`src/rtl/pair_pf_pkg.sv`:
```
package pair_pf_pkg;

  // Fate of a candidate in the probe cycle, in priority order.
  typedef enum logic [2:0] {
    V_NONE = 3'd0,
    V_HIT  = 3'd1,
    V_DUP  = 3'd2,
    V_FULL = 3'd3,
    V_PUSH = 3'd4
  } pf_verdict_e;

  // Partner of a line inside its aligned pair: flip the lowest line bit.
  function automatic logic pair_bit_flip(input logic b);
    return ~b;
  endfunction

endpackage

```
`src/rtl/pfp_trigger.sv`:
```
module pfp_trigger #(
  parameter int ADDR_W    = 32,
  parameter int LINE_W    = 6,
  parameter int CNT_W     = 6,
  parameter int THR_RESET = 8,
  localparam int LA_W     = ADDR_W - LINE_W
) (
  input  logic             clk,
  input  logic             rst,
  input  logic             fill_valid,
  input  logic [LA_W-1:0]  fill_line,
  input  logic [CNT_W-1:0] miss_cnt,
  input  logic             cfg_thr_we,
  input  logic [CNT_W-1:0] cfg_thr,
  output logic             cand_valid,
  output logic [LA_W-1:0]  cand_line
);
  import pair_pf_pkg::*;

  logic [CNT_W-1:0] thr_q;
  logic             over_load;

  assign over_load = miss_cnt > thr_q;

  always_ff @(posedge clk) begin
    if (rst) begin
      thr_q      <= CNT_W'(THR_RESET);
      cand_valid <= 1'b0;
      cand_line  <= '0;
    end else begin
      if (cfg_thr_we) thr_q <= cfg_thr;
      cand_valid <= fill_valid && !over_load;
      cand_line  <= {fill_line[LA_W-1:1], pair_bit_flip(fill_line[0])};
    end
  end

  p_throttle_r3: assert property (@(posedge clk) disable iff (rst)
    (fill_valid && (miss_cnt > thr_q)) |=> !cand_valid);

  p_partner_r2: assert property (@(posedge clk) disable iff (rst)
    (fill_valid && !(miss_cnt > thr_q)) |=>
      (cand_valid && (cand_line[0] != $past(fill_line[0]))
       && (cand_line[LA_W-1:1] == $past(fill_line[LA_W-1:1]))));

  p_cfg_load_r4: assert property (@(posedge clk) disable iff (rst)
    cfg_thr_we |=> (thr_q == $past(cfg_thr)));

endmodule

```
`src/rtl/pfp_filter.sv`:
```
module pfp_filter (
  input  logic                     cand_valid,
  input  logic                     probe_hit,
  input  logic                     dup_hit,
  input  logic                     q_full,
  output pair_pf_pkg::pf_verdict_e verdict,
  output logic                     push
);
  import pair_pf_pkg::*;

  always_comb begin
    if (!cand_valid)   verdict = V_NONE;
    else if (probe_hit) verdict = V_HIT;
    else if (dup_hit)   verdict = V_DUP;
    else if (q_full)    verdict = V_FULL;
    else                verdict = V_PUSH;
  end

  assign push = (verdict == V_PUSH);

endmodule

```
`src/rtl/pfp_queue.sv`:
```
module pfp_queue #(
  parameter int LA_W   = 26,
  parameter int DEPTH  = 4,
  localparam int PTR_W = (DEPTH > 1) ? $clog2(DEPTH) : 1
) (
  input  logic            clk,
  input  logic            rst,
  input  logic            push,
  input  logic [LA_W-1:0] push_line,
  input  logic            pop,
  input  logic [LA_W-1:0] cmp_line,
  output logic            dup_hit,
  output logic            full,
  output logic            head_valid,
  output logic [LA_W-1:0] head_line
);

  logic [LA_W-1:0]  ent [DEPTH];
  logic [PTR_W-1:0] rd_ptr, wr_ptr;
  logic [PTR_W:0]   count;
  logic [DEPTH-1:0] match_vec;

  for (genvar i = 0; i < DEPTH; i++) begin : g_cmp
    logic [PTR_W-1:0] rel;
    logic             live;
    assign rel          = PTR_W'(i) - rd_ptr;
    assign live         = {1'b0, rel} < count;
    assign match_vec[i] = live && (ent[i] == cmp_line);
  end

  assign dup_hit    = |match_vec;
  assign full       = (count == (PTR_W+1)'(DEPTH));
  assign head_valid = (count != '0);
  assign head_line  = ent[rd_ptr];

  always_ff @(posedge clk) begin
    if (push) ent[wr_ptr] <= push_line;
  end

  always_ff @(posedge clk) begin
    if (rst) begin
      rd_ptr <= '0;
      wr_ptr <= '0;
      count  <= '0;
    end else begin
      if (push) wr_ptr <= wr_ptr + 1'b1;
      if (pop)  rd_ptr <= rd_ptr + 1'b1;
      case ({push, pop})
        2'b10:   count <= count + 1'b1;
        2'b01:   count <= count - 1'b1;
        default: count <= count;
      endcase
    end
  end

  p_no_overflow_r7: assert property (@(posedge clk) disable iff (rst)
    count <= (PTR_W+1)'(DEPTH));

  p_no_dup_push_r6: assert property (@(posedge clk) disable iff (rst)
    push |-> !dup_hit);

  p_hold_head_r8: assert property (@(posedge clk) disable iff (rst)
    (head_valid && !pop) |=> (head_valid && $stable(head_line)));

endmodule

```
`src/rtl/pair_prefetcher.sv`:
```
module pair_prefetcher #(
  parameter int ADDR_W    = 32,
  parameter int LINE_W    = 6,
  parameter int CNT_W     = 6,
  parameter int DEPTH     = 4,
  parameter int THR_RESET = 8,
  localparam int LA_W     = ADDR_W - LINE_W
) (
  input  logic              clk,
  input  logic              rst,
  input  logic              fill_valid,
  input  logic [ADDR_W-1:0] fill_addr,
  input  logic [CNT_W-1:0]  miss_cnt,
  input  logic              cfg_thr_we,
  input  logic [CNT_W-1:0]  cfg_thr,
  output logic              probe_valid,
  output logic [ADDR_W-1:0] probe_addr,
  input  logic              probe_hit,
  input  logic              dmd_req,
  output logic              pf_valid,
  output logic [ADDR_W-1:0] pf_addr
);
  import pair_pf_pkg::*;

  logic            cand_valid;
  logic [LA_W-1:0] cand_line;
  logic            dup_hit, q_full, q_push, q_pop, head_valid;
  logic [LA_W-1:0] head_line;
  pf_verdict_e     verdict;

  pfp_trigger #(
    .ADDR_W(ADDR_W), .LINE_W(LINE_W), .CNT_W(CNT_W), .THR_RESET(THR_RESET)
  ) u_trigger (
    .clk(clk), .rst(rst),
    .fill_valid(fill_valid), .fill_line(fill_addr[ADDR_W-1:LINE_W]),
    .miss_cnt(miss_cnt), .cfg_thr_we(cfg_thr_we), .cfg_thr(cfg_thr),
    .cand_valid(cand_valid), .cand_line(cand_line)
  );

  pfp_filter u_filter (
    .cand_valid(cand_valid), .probe_hit(probe_hit), .dup_hit(dup_hit),
    .q_full(q_full), .verdict(verdict), .push(q_push)
  );

  pfp_queue #(.LA_W(LA_W), .DEPTH(DEPTH)) u_queue (
    .clk(clk), .rst(rst),
    .push(q_push), .push_line(cand_line), .pop(q_pop),
    .cmp_line(cand_line), .dup_hit(dup_hit), .full(q_full),
    .head_valid(head_valid), .head_line(head_line)
  );

  assign q_pop       = head_valid && !dmd_req;
  assign pf_valid    = q_pop;
  assign pf_addr     = {head_line, {LINE_W{1'b0}}};
  assign probe_valid = cand_valid;
  assign probe_addr  = {cand_line, {LINE_W{1'b0}}};

  p_hit_drop_r5: assert property (@(posedge clk) disable iff (rst)
    (probe_valid && probe_hit) |-> !q_push);

  p_dmd_wins_r8: assert property (@(posedge clk) disable iff (rst)
    dmd_req |-> !pf_valid);

  p_push_has_verdict_r9: assert property (@(posedge clk) disable iff (rst)
    q_push |-> (verdict == V_PUSH) && probe_valid);

endmodule

```
`config.mk`:
```
export PLATFORM = sky130hd
export DESIGN_NAME = pair_prefetcher
export DESIGN_NICKNAME = d
export VERILOG_FILES = /design/src/rtl/pair_pf_pkg.sv /design/src/rtl/pfp_trigger.sv /design/src/rtl/pfp_filter.sv /design/src/rtl/pfp_queue.sv /design/src/rtl/pair_prefetcher.sv
export SDC_FILE = /design/constraint.sdc
export NUM_CORES = 1
export LEC_CHECK = 0
export BUFFER_PORTS_ARGS = -buffer_cell sky130_fd_sc_hd__buf_2
export CORE_MARGIN = 10
export CORE_UTILIZATION = 50
export DETAILED_ROUTE_END_ITERATION = 8
export GPL_ROUTABILITY_DRIVEN = 1
export GPL_TIMING_DRIVEN = 0
export PLACE_DENSITY = 0.68
export SLEW_MARGIN = 25
export SYNTH_ARGS = -nofsm -noshare
export SYNTH_HDL_FRONTEND = slang
export SYNTH_HIERARCHICAL = 1
export SYNTH_SLANG_ARGS = --single-unit
```
`constraint.sdc`:
```
create_clock -name clk -period 8.6 [get_ports clk]
set_input_delay 0.43 -clock clk [delete_from_list [all_inputs] [get_ports clk]]
set_output_delay 0.43 -clock clk [all_outputs]
set_load 0.03 [all_outputs]
```
==> results of run 1 <==
[cell usage in the layout (no fill, tap or decap), types with 2 or more instances in the layout]
cell type,instances
nor4_1,23
bufinv_16,2
buf_2,101
clkbuf_1,9
or3_1,2
o2111ai_1,4
and2_2,4
nor2b_1,25
a21oi_1,10
xor2_1,90
nand4_1,3
nor2_1,15
nand3_1,5
xnor2_1,20
clkbuf_16,17
ha_1,15
nand2_1,8
dfxtp_1,42
mux4_2,26
conb_1,12
buf_16,4
buf_4,13
inv_1,17
edfxtp_1,104
mux2i_1,6
nor3_1,4
clkbuf_8,5
[stage by stage]
stage / cells / setup WS [ps] / power, uW / cell area (sq um) / hold slack, ps
6_report: 775 / 4890 / 1700 / 8090 / 175
5_1_grt: 775 / 4600 / 1760 / 8090 / 164
4_1_cts: 775 / 4870 / 1720 / 8090 / 160
3_5_place_dp: 744 / 4920 / 990 / 7500 / 487
3_3_place_gp: 740 / 4480 / 985 / 7390 / 473
2_1_floorplan: 468 / 5340 / 931 / 6690 / 459
[layer usage]
layer	vias up	share of wire, %	global-route usage [%]
li1	1892	-	-
met1	1971	41	21.2
met2	122	50	28.6
met3	16	7.2	5.38
met4	0	1.5	6.22
met5	-	0	0
[final cells by class]
class,count,share of cell area (%)
buffer,24,1.90
multi-input combinational,281,31.0
sequential,146,49.0
timing repair buffer,100,7.30
clock buffer,27,6.34
clock inverter,4,0.882
tap,176,2.72
inverter,17,0.789
[flip-flops by register name, summed over array words and instances, names as in the netlist, named ones only]
register and cells:
u_trigger/cand_line 26, u_queue/wr_ptr 2, u_queue/count 3, u_queue/rd_ptr 2, u_trigger/cand_valid 1, u_trigger/thr_q 6, u_queue/ent 104
[worst max-delay path, cell delays in order (launching register included)]
cell	delay, ps
dfxtp_1	340
inv_1	130
ha_1	330
a21oi_1	130
nor2_1	60
o2111ai_1	250
nor4_1	100
or4_1	560
nor3_1	600
inv_1	100
ha_1	250
inv_1	70
fa_1	170
xor2_1	70
or3_1	300
a21oi_1	140
[worst max-delay path by stage]
stage	end	slack (ps)	cells past startpoint
finish	u_queue/count[2]$_SDFFE_PP0P_	4890	15
global route	u_queue/count[2]$_SDFFE_PP0P_	4600	15
CTS	u_queue/count[2]$_SDFFE_PP0P_	4870	15
detailed placement	u_queue/count[2]$_SDFFE_PP0P_	4920	15
global placement	u_queue/ent[0][11]$_DFFE_PP_	4480	9
floorplan	u_queue/ent[0][0]$_DFFE_PP_	5340	10
[power by group]
| group | total [uW] | switching (uW) | internal, uW |
|---|---|---|---|
| logic | 181 | 108 | 73.6 |
| registers | 792 | 24.3 | 768 |
| clock network | 729 | 265 | 464 |
==> impl_metrics.xml, run 1 <==
<?xml version="1.0" encoding="UTF-8"?>
<metrics>
  <group name="run_status">
    <metric name="status" unit="">finished clean</metric>
  </group>
  <group name="layout">
    <metric name="layout_area_growth_over_synthesis" unit="%">21.7</metric>
    <metric name="final_nets" unit="">653</metric>
    <metric name="multiInputGateArea" unit="sq um">2510</metric>
    <metric name="num_antenna_cells" unit="">0</metric>
    <metric name="finalCoreUtilization" unit="%">61.5</metric>
    <metric name="layout.filler_cells" unit="">1030</metric>
    <metric name="sequential_cell_area" unit="sq um">3960</metric>
    <metric name="final_layout_size_suffix_gt1_share" unit="%">29.5</metric>
  </group>
  <group name="die">
    <metric name="row_count" unit="">42</metric>
    <metric name="die_area" unit="sq um">18300</metric>
    <metric name="die_x" unit="um">135</metric>
    <metric name="die_height" unit="um">135</metric>
    <metric name="effective_utilization_at_floorplan" unit="%">50.6</metric>
    <metric name="design.portCount" unit="">116</metric>
    <metric name="core_region_area" unit="sq um">13100</metric>
  </group>
  <group name="timing">
    <metric name="worst_slew_pin_slew" unit="ps">841</metric>
    <metric name="setup_violations" unit="">0</metric>
    <metric name="share_of_the_clock_period_used_by_the_worst_path" unit="%">43.1</metric>
    <metric name="totalNegativeSetupSlack" unit="ps">0</metric>
    <metric name="maxSlewHeadroom" unit="%">43.9</metric>
    <metric name="rsz_0062_raised_after_global_routing" unit="">no</metric>
    <metric name="drv_slew" unit="">0</metric>
    <metric name="max_freq" unit="MHz">270</metric>
    <metric name="clock-skew-final" unit="ps">10.9</metric>
    <metric name="final-hold-violation-count" unit="">0</metric>
    <metric name="fin_crit" unit="ps">3710</metric>
  </group>
  <group name="cts">
    <metric name="clkSinkCount" unit="">146</metric>
    <metric name="clock_path_buffers" unit="">2</metric>
    <metric name="clk_pin_slew" unit="ps">60</metric>
    <metric name="post_cts_resize_count" unit="">0</metric>
    <metric name="cts_tree" unit="">yes</metric>
    <metric name="clk_root_buffer_cell" unit="">clkbuf_16</metric>
    <metric name="cts_setup_buffers" unit="">0</metric>
    <metric name="hold_buffers" unit="">0</metric>
    <metric name="numCtsBuffers" unit="">17</metric>
    <metric name="cts.htree.levels" unit="">4</metric>
    <metric name="worstSkewPairLatency" unit="ps">420</metric>
  </group>
  <group name="worst_setup_path">
    <metric name="r2r-end" unit="">u_queue/count[2]$_SDFFE_PP0P_</metric>
    <metric name="cp_data_arrival_time" unit="ps">4050</metric>
    <metric name="startpoint_type" unit="">flop</metric>
    <metric name="crit_path_max_fanout" unit="">7</metric>
    <metric name="path_class" unit="">reg2reg</metric>
    <metric name="reg2reg_slack" unit="ps">4890</metric>
    <metric name="reg2reg_depth" unit="">15</metric>
    <metric name="setup.worst_path.start" unit="">u_queue/count[1]$_SDFFE_PP0P_</metric>
    <metric name="crit-reg2reg-launch" unit="">u_queue/count[1]$_SDFFE_PP0P_</metric>
    <metric name="critical_path.endpoint_type" unit="">flop</metric>
    <metric name="cp_data_required_time" unit="ps">8940</metric>
  </group>
  <group name="pwr">
    <metric name="worst_ir_drop_on_vdd" unit="V">0.000154</metric>
    <metric name="total_leakage_power" unit="uW">0.00314</metric>
    <metric name="p_per_area" unit="nW/um^2">211</metric>
  </group>
  <group name="grt">
    <metric name="gr-usage-all-layers" unit="%">17.4</metric>
    <metric name="grt_pass1_vias" unit="">4220</metric>
    <metric name="number_of_antenna_violations_at_the_first_check_in_global_routing" unit="">0</metric>
    <metric name="grt_start_max_net_pins" unit="">20</metric>
    <metric name="globalRouteOverflowTotal" unit="">0</metric>
    <metric name="global_route_wire_length_before_repair" unit="um">24000</metric>
  </group>
  <group name="route">
    <metric name="aggregate_routed_wire_length" unit="um">15700</metric>
    <metric name="detail_route.iter0.violations" unit="">283</metric>
    <metric name="drt_drc_violations_left" unit="">0</metric>
    <metric name="wire_per_inst" unit="um">20.2</metric>
    <metric name="count_of_nets_left_with_antenna_violations_after_detail_routing" unit="">0</metric>
    <metric name="drt-pass1-iter-count" unit="">4</metric>
    <metric name="vias" unit="">4001</metric>
    <metric name="vias_per_cell" unit="">5.16</metric>
  </group>
  <group name="place">
    <metric name="placement.io_buffers" unit="">96</metric>
    <metric name="hpwl_dp" unit="um">11300</metric>
    <metric name="gp_congestion" unit="">0.849</metric>
  </group>
  <group name="synth">
    <metric name="postSynthCellCount" unit="">457</metric>
    <metric name="post_syn_area_per_cell" unit="sq um">14.5</metric>
    <metric name="yosysWarningCount" unit="">6</metric>
    <metric name="synthesis.area" unit="sq um">6640</metric>
  </group>
  <group name="hold_path">
    <metric name="holdPathEnd" unit="">u_trigger/cand_line[0]$_SDFF_PP0_</metric>
    <metric name="timing.hold.worst.start" unit="">fill_addr[6]</metric>
    <metric name="min_delay_path_depth" unit="">2</metric>
    <metric name="tightest_hold_check_type" unit="">in2reg</metric>
  </group>
  <group name="run">
    <metric name="maxCapViolCount" unit="">0</metric>
  </group>
</metrics>
Power figures use the tool's default switching activity.
==> inputs of run 2 (changes only) <==
- clock period: 8.6 -> 3.53 ns (I/O delays scaled with it)
==> run 2 against run 1 <==
  * Cell area is 4.0% higher
  * Routed wire length increased by 1.7%
  * Register-to-register slack lost 4700 ps
  * Worst hold slack worse by 160 ps
==> impl_metrics.xml, run 2 (synthesis results as in run 1) <==
<?xml version="1.0" encoding="UTF-8"?>
<metrics>
  <group name="run_status">
    <metric name="status" unit="">finished clean</metric>
  </group>
  <group name="worst_setup_path">
    <metric name="crit_path_largest_cell_delay" unit="ps">590</metric>
    <metric name="path_class" unit="">reg2reg</metric>
    <metric name="r2r-end" unit="">u_queue/count[2]$_SDFFE_PP0P_</metric>
    <metric name="worst_path_dominant_cell_family" unit="">simple AND/OR/NAND/NOR gates</metric>
    <metric name="crit_slowest_cell" unit="">or4_1</metric>
    <metric name="cell_chain_critical_path" unit="">inv_1 &gt; ha_1 &gt; a21oi_1 &gt; nor2_1 &gt; o2111ai_1 &gt; nor4_1 &gt; or4_1 &gt; nor3_4 &gt; inv_1 &gt; ha_1 &gt; inv_1 &gt; fa_1 &gt; xor2_1 &gt; or3_1 &gt; a21oi_1</metric>
    <metric name="crit_path_max_fanout" unit="">6</metric>
    <metric name="critical_path.endpoint_type" unit="">flop</metric>
    <metric name="crit_path_frequent_cell" unit="">inv_1</metric>
    <metric name="reg2reg_slack" unit="ps">220</metric>
    <metric name="cp_data_required_time" unit="ps">3870</metric>
    <metric name="cp_num_buf_inv" unit="">3</metric>
    <metric name="startpoint_type" unit="">flop</metric>
    <metric name="crit-reg2reg-launch" unit="">u_queue/count[1]$_SDFFE_PP0P_</metric>
    <metric name="cp_data_arrival_time" unit="ps">3650</metric>
    <metric name="reg2reg_depth" unit="">15</metric>
  </group>
  <group name="timing">
    <metric name="setup_violations" unit="">0</metric>
    <metric name="rsz_0062_raised_after_global_routing" unit="">no</metric>
    <metric name="max_freq" unit="MHz">302</metric>
    <metric name="drv_slew" unit="">0</metric>
    <metric name="clock-skew-final" unit="ps">8.27</metric>
    <metric name="fin_crit" unit="ps">3310</metric>
    <metric name="final-hold-violation-count" unit="">0</metric>
    <metric name="share_of_the_clock_period_used_by_the_worst_path" unit="%">93.8</metric>
    <metric name="maxSlewHeadroom" unit="%">43.7</metric>
    <metric name="worst_slew_pin_slew" unit="ps">845</metric>
  </group>
  <group name="layout">
    <metric name="layout_area_growth_over_synthesis" unit="%">26.6</metric>
    <metric name="final_common_cell" unit="">edfxtp_1</metric>
    <metric name="final_layout_size_suffix_gt1_share" unit="%">28.7</metric>
    <metric name="final_nets" unit="">685</metric>
    <metric name="num_antenna_cells" unit="">0</metric>
    <metric name="largest_register_ff_count" unit="">104</metric>
    <metric name="layout.cells.most_common_list" unit="">edfxtp_1 (104), buf_2 (101), xor2_1 (90)</metric>
    <metric name="largest_registers" unit="">u_queue/ent: 104 flops, u_trigger/cand_line: 26 flops, u_trigger/thr_q: 6 flops</metric>
    <metric name="top_register" unit="">u_queue/ent</metric>
    <metric name="finalCoreUtilization" unit="%">64.0</metric>
  </group>
  <group name="grt">
    <metric name="global_route_wire_length_before_repair" unit="um">24400</metric>
    <metric name="globalRouteOverflowTotal" unit="">0</metric>
    <metric name="gr-usage-all-layers" unit="%">17.7</metric>
    <metric name="number_of_antenna_violations_at_the_first_check_in_global_routing" unit="">0</metric>
    <metric name="grt_start_max_net_pins" unit="">20</metric>
    <metric name="grt_pass1_vias" unit="">4293</metric>
  </group>
  <group name="route">
    <metric name="vias_per_cell" unit="">5.12</metric>
    <metric name="count_of_nets_left_with_antenna_violations_after_detail_routing" unit="">0</metric>
    <metric name="detail_route.iter0.violations" unit="">317</metric>
    <metric name="aggregate_routed_wire_length" unit="um">15900</metric>
    <metric name="drt-pass1-iter-count" unit="">4</metric>
    <metric name="wire_per_inst" unit="um">19.8</metric>
    <metric name="drt_drc_violations_left" unit="">0</metric>
    <metric name="vias" unit="">4132</metric>
  </group>
  <group name="die">
    <metric name="core_region_area" unit="sq um">13100</metric>
    <metric name="row_count" unit="">42</metric>
    <metric name="die_area" unit="sq um">18300</metric>
    <metric name="die_x" unit="um">135</metric>
    <metric name="design.portCount" unit="">116</metric>
    <metric name="effective_utilization_at_floorplan" unit="%">50.6</metric>
    <metric name="die_height" unit="um">135</metric>
  </group>
  <group name="pwr">
    <metric name="worst_ir_drop_on_vdd" unit="V">0.000381</metric>
    <metric name="total_leakage_power" unit="uW">0.00328</metric>
    <metric name="p_total" unit="uW">4170</metric>
    <metric name="p_per_area" unit="nW/um^2">496</metric>
  </group>
  <group name="hold_path">
    <metric name="tightest_hold_check_type" unit="">in2reg</metric>
    <metric name="timing.hold.worst.start" unit="">rst</metric>
    <metric name="holdPathEnd" unit="">u_trigger/cand_line[9]$_SDFF_PP0_</metric>
    <metric name="min_delay_path_depth" unit="">2</metric>
  </group>
  <group name="place">
    <metric name="hpwl_dp" unit="um">11300</metric>
    <metric name="placement.io_buffers" unit="">96</metric>
    <metric name="gp_congestion" unit="">0.849</metric>
  </group>
  <group name="cts">
    <metric name="clk_pin_slew" unit="ps">60</metric>
    <metric name="cts_tree" unit="">yes</metric>
    <metric name="worstSkewPairLatency" unit="ps">410</metric>
    <metric name="clock_path_buffers" unit="">2</metric>
    <metric name="numCtsBuffers" unit="">17</metric>
    <metric name="clkSinkCount" unit="">146</metric>
    <metric name="clk_root_buffer_cell" unit="">clkbuf_16</metric>
    <metric name="cts.htree.levels" unit="">4</metric>
  </group>
  <group name="run">
    <metric name="maxCapViolCount" unit="">0</metric>
  </group>
</metrics>
-- run 2: changes by cell type in the layout (fill, tap and decap cells not counted), sizes merged --
cell / previous run / this run
buf: 119 / 122
dlygate4sd3: 0 / 29
-- run 2: worst reg2reg max path: cells and delay by family (launching register included) --
kind	cells	cell delay, ps
AND/OR/NAND/NOR	5	1280
adder cells (fa/ha/maj)	3	730
AO/OA/AOI/OAI	3	520
flip-flops	1	350
buffers and inverters	3	280
XOR/XNOR	1	70
-- run 2: worst max path at each step --
stage                     cells after the start                            end                            from
after floorplan                              10    u_queue/ent[0][0]$_DFFE_PP_  u_queue/rd_ptr[0]$_SDFFE_PP0P_
after global routing                         15  u_queue/count[2]$_SDFFE_PP0P_   u_queue/count[1]$_SDFFE_PP0P_
after CTS                                    15  u_queue/count[2]$_SDFFE_PP0P_   u_queue/count[1]$_SDFFE_PP0P_
final                                        15  u_queue/count[2]$_SDFFE_PP0P_   u_queue/count[1]$_SDFFE_PP0P_
after global placement                        9   u_queue/ent[0][11]$_DFFE_PP_   u_queue/count[1]$_SDFFE_PP0P_
after detailed placement                     15  u_queue/count[2]$_SDFFE_PP0P_   u_queue/count[1]$_SDFFE_PP0P_
-- run 2: where the power goes --
group | total [uW] | leakage, uW | internal (uW) | switching [uW]
clock network | 1780 | 0.000281 | 1130 | 646
registers | 1930 | 0.00129 | 1870 | 59.4
logic | 469 | 0.00171 | 202 | 267
total | 4170 | 0.00328 | 3200 | 972
-- run 2: timing repair --
action | 4_1_cts | 5_1_grt
setup buffers | 0 | 3
hold buffers | 29 | 0
hold endpoints to repair | 29 | 0
pin swaps | 0 | 1
gates resized for setup | 1 | 1
setup endpoints to repair | 70 | 16
-- run 2: routing by layer --
metal	vias to the layer above	routed length, um	GRT usage (%)
met5	-	0	0
met4	0	272	6.22
met3	19	922	5.38
met2	109	7970	29.2
met1	2049	6770	21.5
li1	1955	-	-
-- run 2: final cells by class --
type	instances	area, sq um
buffer	24	154
clock buffer	27	513
clock inverter	4	71.3
fill	993	4730
inverter	17	63.8
multi-input combinational	281	2520
sequential	146	3960
tap	176	220
timing repair buffer	132	903
-- run 2: metrics by stage --
stage | cells | hold WS (ps) | cell area, sq um | setup slack [ps] | TNS, ps
2_1_floorplan | 468 | 248 | 6690 | 270 | 0
3_3_place_gp | 740 | 340 | 7390 | -595 | -59720
3_5_place_dp | 744 | 341 | 7500 | -146 | -1320
4_1_cts | 804 | 6.54 | 8380 | 4.21 | 0
5_1_grt | 807 | 16.4 | 8410 | 31.7 | 0
6_report | 807 | 12.5 | 8410 | 220 | 0
==> inputs of run 3 (changes only) <==
- SYNTH_HIERARCHICAL: 1 -> default
==> run 3 against run 2 <==
  * Cell area is 0.21% lower
  * Non-clock buffer count is 2 lower
  * Clock power is 5% lower
  * Routed wire length is 5.1% higher
  * Die area is 0.85% higher
  * Global-route usage is 0.94 points higher
  * First-iteration DRC count is 1.3% higher
  * Synthesized area is 1.0% higher
  * Core utilization is 0.39 points lower
  * Synthesized cell count is 0.66% lower
  * Sequential share of layout area is 0.098 points higher
  * Critical path depth is 3 lower
  * Critical path type unchanged
==> impl_metrics.xml, run 3 <==
<?xml version="1.0" encoding="UTF-8"?>
<metrics>
  <group name="run_status">
    <metric name="status" unit="">finished clean</metric>
  </group>
  <group name="layout">
    <metric name="num_antenna_cells" unit="">0</metric>
    <metric name="final_layout_size_suffix_gt1_share" unit="%">29.8</metric>
    <metric name="sequential_cell_area" unit="sq um">3960</metric>
    <metric name="layout.cells.most_common_list" unit="">edfxtp_1 (104), buf_2 (99), xor2_1 (92)</metric>
    <metric name="layout_area_growth_over_synthesis" unit="%">25.1</metric>
    <metric name="final_common_cell" unit="">edfxtp_1</metric>
    <metric name="largest_registers" unit="">u_queue.ent: 104 flops, u_trigger.cand_line: 26 flops, u_trigger.thr_q: 6 flops</metric>
    <metric name="top_register" unit="">u_queue.ent</metric>
    <metric name="layout.filler_cells" unit="">1055</metric>
    <metric name="final_nets" unit="">680</metric>
    <metric name="largest_register_ff_count" unit="">104</metric>
    <metric name="multiInputGateArea" unit="sq um">2570</metric>
  </group>
  <group name="cts">
    <metric name="clock_path_buffers" unit="">2</metric>
    <metric name="cts_tree" unit="">yes</metric>
    <metric name="worstSkewPairLatency" unit="ps">420</metric>
    <metric name="clk_root_buffer_cell" unit="">clkbuf_16</metric>
    <metric name="clkSinkCount" unit="">146</metric>
    <metric name="post_cts_resize_count" unit="">0</metric>
    <metric name="cts.htree.levels" unit="">4</metric>
    <metric name="clk_pin_slew" unit="ps">60</metric>
    <metric name="numCtsBuffers" unit="">17</metric>
  </group>
  <group name="synth">
    <metric name="most_used_standard_cell_by_instance_count_after_synthesis" unit="">edfxtp_1</metric>
    <metric name="yosysUniqueCellTypes" unit="">42</metric>
    <metric name="postSynthCellCount" unit="">454</metric>
    <metric name="yosysSeqAreaShare" unit="%">59.1</metric>
    <metric name="synth-edff-count" unit="">104</metric>
    <metric name="synth_cell_count_leaders" unit="">edfxtp_1 (104), xor2_1 (92), dfxtp_1 (42)</metric>
    <metric name="synth_area_leader_cell" unit="">edfxtp_1</metric>
    <metric name="postSynth.topFlopCell" unit="">edfxtp_1</metric>
    <metric name="synthesis.area" unit="sq um">6710</metric>
    <metric name="post_syn_area_per_cell" unit="sq um">14.8</metric>
    <metric name="synth_top_area_share" unit="%">46.5</metric>
    <metric name="async_reset_ff_share" unit="%">0</metric>
    <metric name="yosysWarningCount" unit="">0</metric>
    <metric name="synth-seq-cells" unit="">146</metric>
    <metric name="post_synth_main_area_contributors" unit="">edfxtp_1 (47%), dfxtp_1 (13%), xor2_1 (12%)</metric>
  </group>
  <group name="hold_path">
    <metric name="min_delay_path_depth" unit="">3</metric>
    <metric name="holdPathEnd" unit="">u_trigger.thr_q[0]$_SDFFE_PP0P_</metric>
    <metric name="tightest_hold_check_type" unit="">in2reg</metric>
    <metric name="timing.hold.worst.start" unit="">cfg_thr[0]</metric>
  </group>
  <group name="grt">
    <metric name="grt_start_max_net_pins" unit="">27</metric>
    <metric name="gr-usage-all-layers" unit="%">18.6</metric>
    <metric name="number_of_antenna_violations_at_the_first_check_in_global_routing" unit="">0</metric>
    <metric name="grt_pass1_vias" unit="">4360</metric>
    <metric name="global_route_wire_length_before_repair" unit="um">25400</metric>
    <metric name="globalRouteOverflowTotal" unit="">0</metric>
  </group>
  <group name="pwr">
    <metric name="switchingPower" unit="uW">1090</metric>
    <metric name="power.internal" unit="uW">3120</metric>
    <metric name="p_sw_share" unit="%">26.0</metric>
    <metric name="p_comb_share" unit="%">13.9</metric>
    <metric name="p_per_area" unit="nW/um^2">502</metric>
    <metric name="total_leakage_power" unit="uW">0.00327</metric>
    <metric name="clkPwrFrac" unit="%">40.1</metric>
    <metric name="seq_power_share" unit="%">46.0</metric>
    <metric name="worst_ir_drop_on_vdd" unit="V">0.000328</metric>
  </group>
  <group name="timing">
    <metric name="drv_slew" unit="">0</metric>
    <metric name="worst_slack" unit="ps">211</metric>
    <metric name="maxSlewHeadroom" unit="%">47.2</metric>
    <metric name="totalNegativeSetupSlack" unit="ps">0</metric>
    <metric name="rsz_0062_raised_after_global_routing" unit="">no</metric>
    <metric name="worst_slew_pin_slew" unit="ps">791</metric>
    <metric name="final-hold-violation-count" unit="">0</metric>
    <metric name="clock-skew-final" unit="ps">8.02</metric>
    <metric name="fin_crit" unit="ps">3320</metric>
    <metric name="setup_violations" unit="">0</metric>
    <metric name="max_freq" unit="MHz">301</metric>
    <metric name="share_of_the_clock_period_used_by_the_worst_path" unit="%">94.0</metric>
    <metric name="worst_hold_slack" unit="ps">23.8</metric>
  </group>
  <group name="place">
    <metric name="place_ws" unit="ps">296</metric>
    <metric name="hpwl_dp" unit="um">11900</metric>
    <metric name="placement.io_buffers" unit="">96</metric>
    <metric name="gp_congestion" unit="">0.848</metric>
  </group>
  <group name="die">
    <metric name="effective_utilization_at_floorplan" unit="%">50.9</metric>
    <metric name="die_x" unit="um">136</metric>
    <metric name="die_area" unit="sq um">18500</metric>
    <metric name="die_height" unit="um">136</metric>
    <metric name="row_count" unit="">42</metric>
    <metric name="core_region_area" unit="sq um">13200</metric>
    <metric name="design.portCount" unit="">116</metric>
  </group>
  <group name="run">
    <metric name="maxCapViolCount" unit="">0</metric>
  </group>
  <group name="route">
    <metric name="wire_per_inst" unit="um">20.9</metric>
    <metric name="vias_per_cell" unit="">5.21</metric>
    <metric name="count_of_nets_left_with_antenna_violations_after_detail_routing" unit="">0</metric>
    <metric name="drt-pass1-iter-count" unit="">5</metric>
    <metric name="drt_drc_violations_left" unit="">0</metric>
    <metric name="vias" unit="">4186</metric>
    <metric name="detail_route.iter0.violations" unit="">321</metric>
    <metric name="aggregate_routed_wire_length" unit="um">16800</metric>
  </group>
  <group name="worst_setup_path">
    <metric name="cp_data_required_time" unit="ps">3880</metric>
    <metric name="reg2reg_slack" unit="ps">210</metric>
    <metric name="r2r-end" unit="">u_queue.count[2]$_SDFFE_PP0P_</metric>
    <metric name="reg2reg_depth" unit="">12</metric>
    <metric name="path_class" unit="">reg2reg</metric>
    <metric name="cp_data_arrival_time" unit="ps">3670</metric>
    <metric name="setup.worst_path.start" unit="">u_trigger.cand_line[11]$_SDFF_PP0_</metric>
    <metric name="critical_path.endpoint_type" unit="">flop</metric>
    <metric name="crit_path_max_fanout" unit="">9</metric>
    <metric name="crit-reg2reg-launch" unit="">u_trigger.cand_line[11]$_SDFF_PP0_</metric>
    <metric name="startpoint_type" unit="">flop</metric>
  </group>
</metrics>
run 3: what timing repair did:
item | 4_1_cts | 5_1_grt
hold buffers | 31 | 0
hold endpoints to repair | 31 | 0
endpoints found under the setup margin | 0 | 0
buffers inserted | 0 | 0
run 3: worst max-delay path by stage:
stage | to | slack (ps)
6_report | u_queue.count[2]$_SDFFE_PP0P_ | 210
2_1_floorplan | u_queue.count[2]$_SDFFE_PP0P_ | 680
5_1_grt | u_queue.count[2]$_SDFFE_PP0P_ | 60
4_1_cts | u_queue.count[2]$_SDFFE_PP0P_ | 250
3_3_place_gp | u_queue.ent[3][12]$_DFFE_PP_ | 30
3_5_place_dp | u_queue.count[2]$_SDFFE_PP0P_ | 300
run 3: routing by layer:
layer / part of all wire, % / global-route usage, % / vias up
met5: 0 / 0 / -
met4: 1.0 / 5.20 / 0
met3: 6.9 / 5.39 / 16
met2: 50 / 30.6 / 148
met1: 42 / 23.5 / 2070
li1: - / - / 1952
run 3: critical path, stage by stage (launching register included):
cell,delay (ps)
dfxtp_1,510
xor2_1,190
nor4_1,530
o2111ai_1,250
nor4_2,300
nor4_4,130
inv_1,80
ha_1,190
inv_1,60
fa_1,390
xor2_1,160
or3_1,300
a21oi_1,140
run 3: logic make-up (layout without fill, tap and decap cells):
kind of cell / after synthesis / in the layout / share of synthesized area [%]
buffers and inverters: 40 / 202 / 3.24
XOR/XNOR: 110 / 110 / 14.4
flip-flops: 146 / 146 / 59.1
other: 1 / 12 / 0.0559
multiplexers: 31 / 31 / 9.47
AND/OR/NAND/NOR: 90 / 90 / 8.45
AO/OA/AOI/OAI: 20 / 20 / 2.26
adder cells (fa/ha/maj): 16 / 16 / 3.10
run 3: through the flow:
step / cell area (sq um) / cells / utilization (%) / power, uW
after CTS: 8390 / 803 / 63.6 / 4240
after detailed placement: 7520 / 740 / 57.0 / 2540
after floorplan: 6750 / 465 / - / 2360
after global placement: 7450 / 737 / 56.5 / 2530
final: 8390 / 803 / 63.6 / 4210
after global routing: 8390 / 803 / 63.6 / 4370
run 3: area by class of cell:
cell class,instances,share of cell area [%]
Inverter,16,0.716
Timing Repair Buffer,130,10.2
Multi-Input combinational cell,279,30.7
Tap cell,176,2.62
Sequential cell,146,47.2
Buffer,24,1.88
Clock inverter,7,0.581
Clock buffer,25,6.05
run 3: power by group through the flow:
stage	clock (uW)	sequential [uW]	combinational [uW]
2_1_floorplan	0	1990	370
3_3_place_gp	0	1970	558
3_5_place_dp	0	1970	565
4_1_cts	1710	1940	594
5_1_grt	1790	1940	632
6_report	1690	1940	586
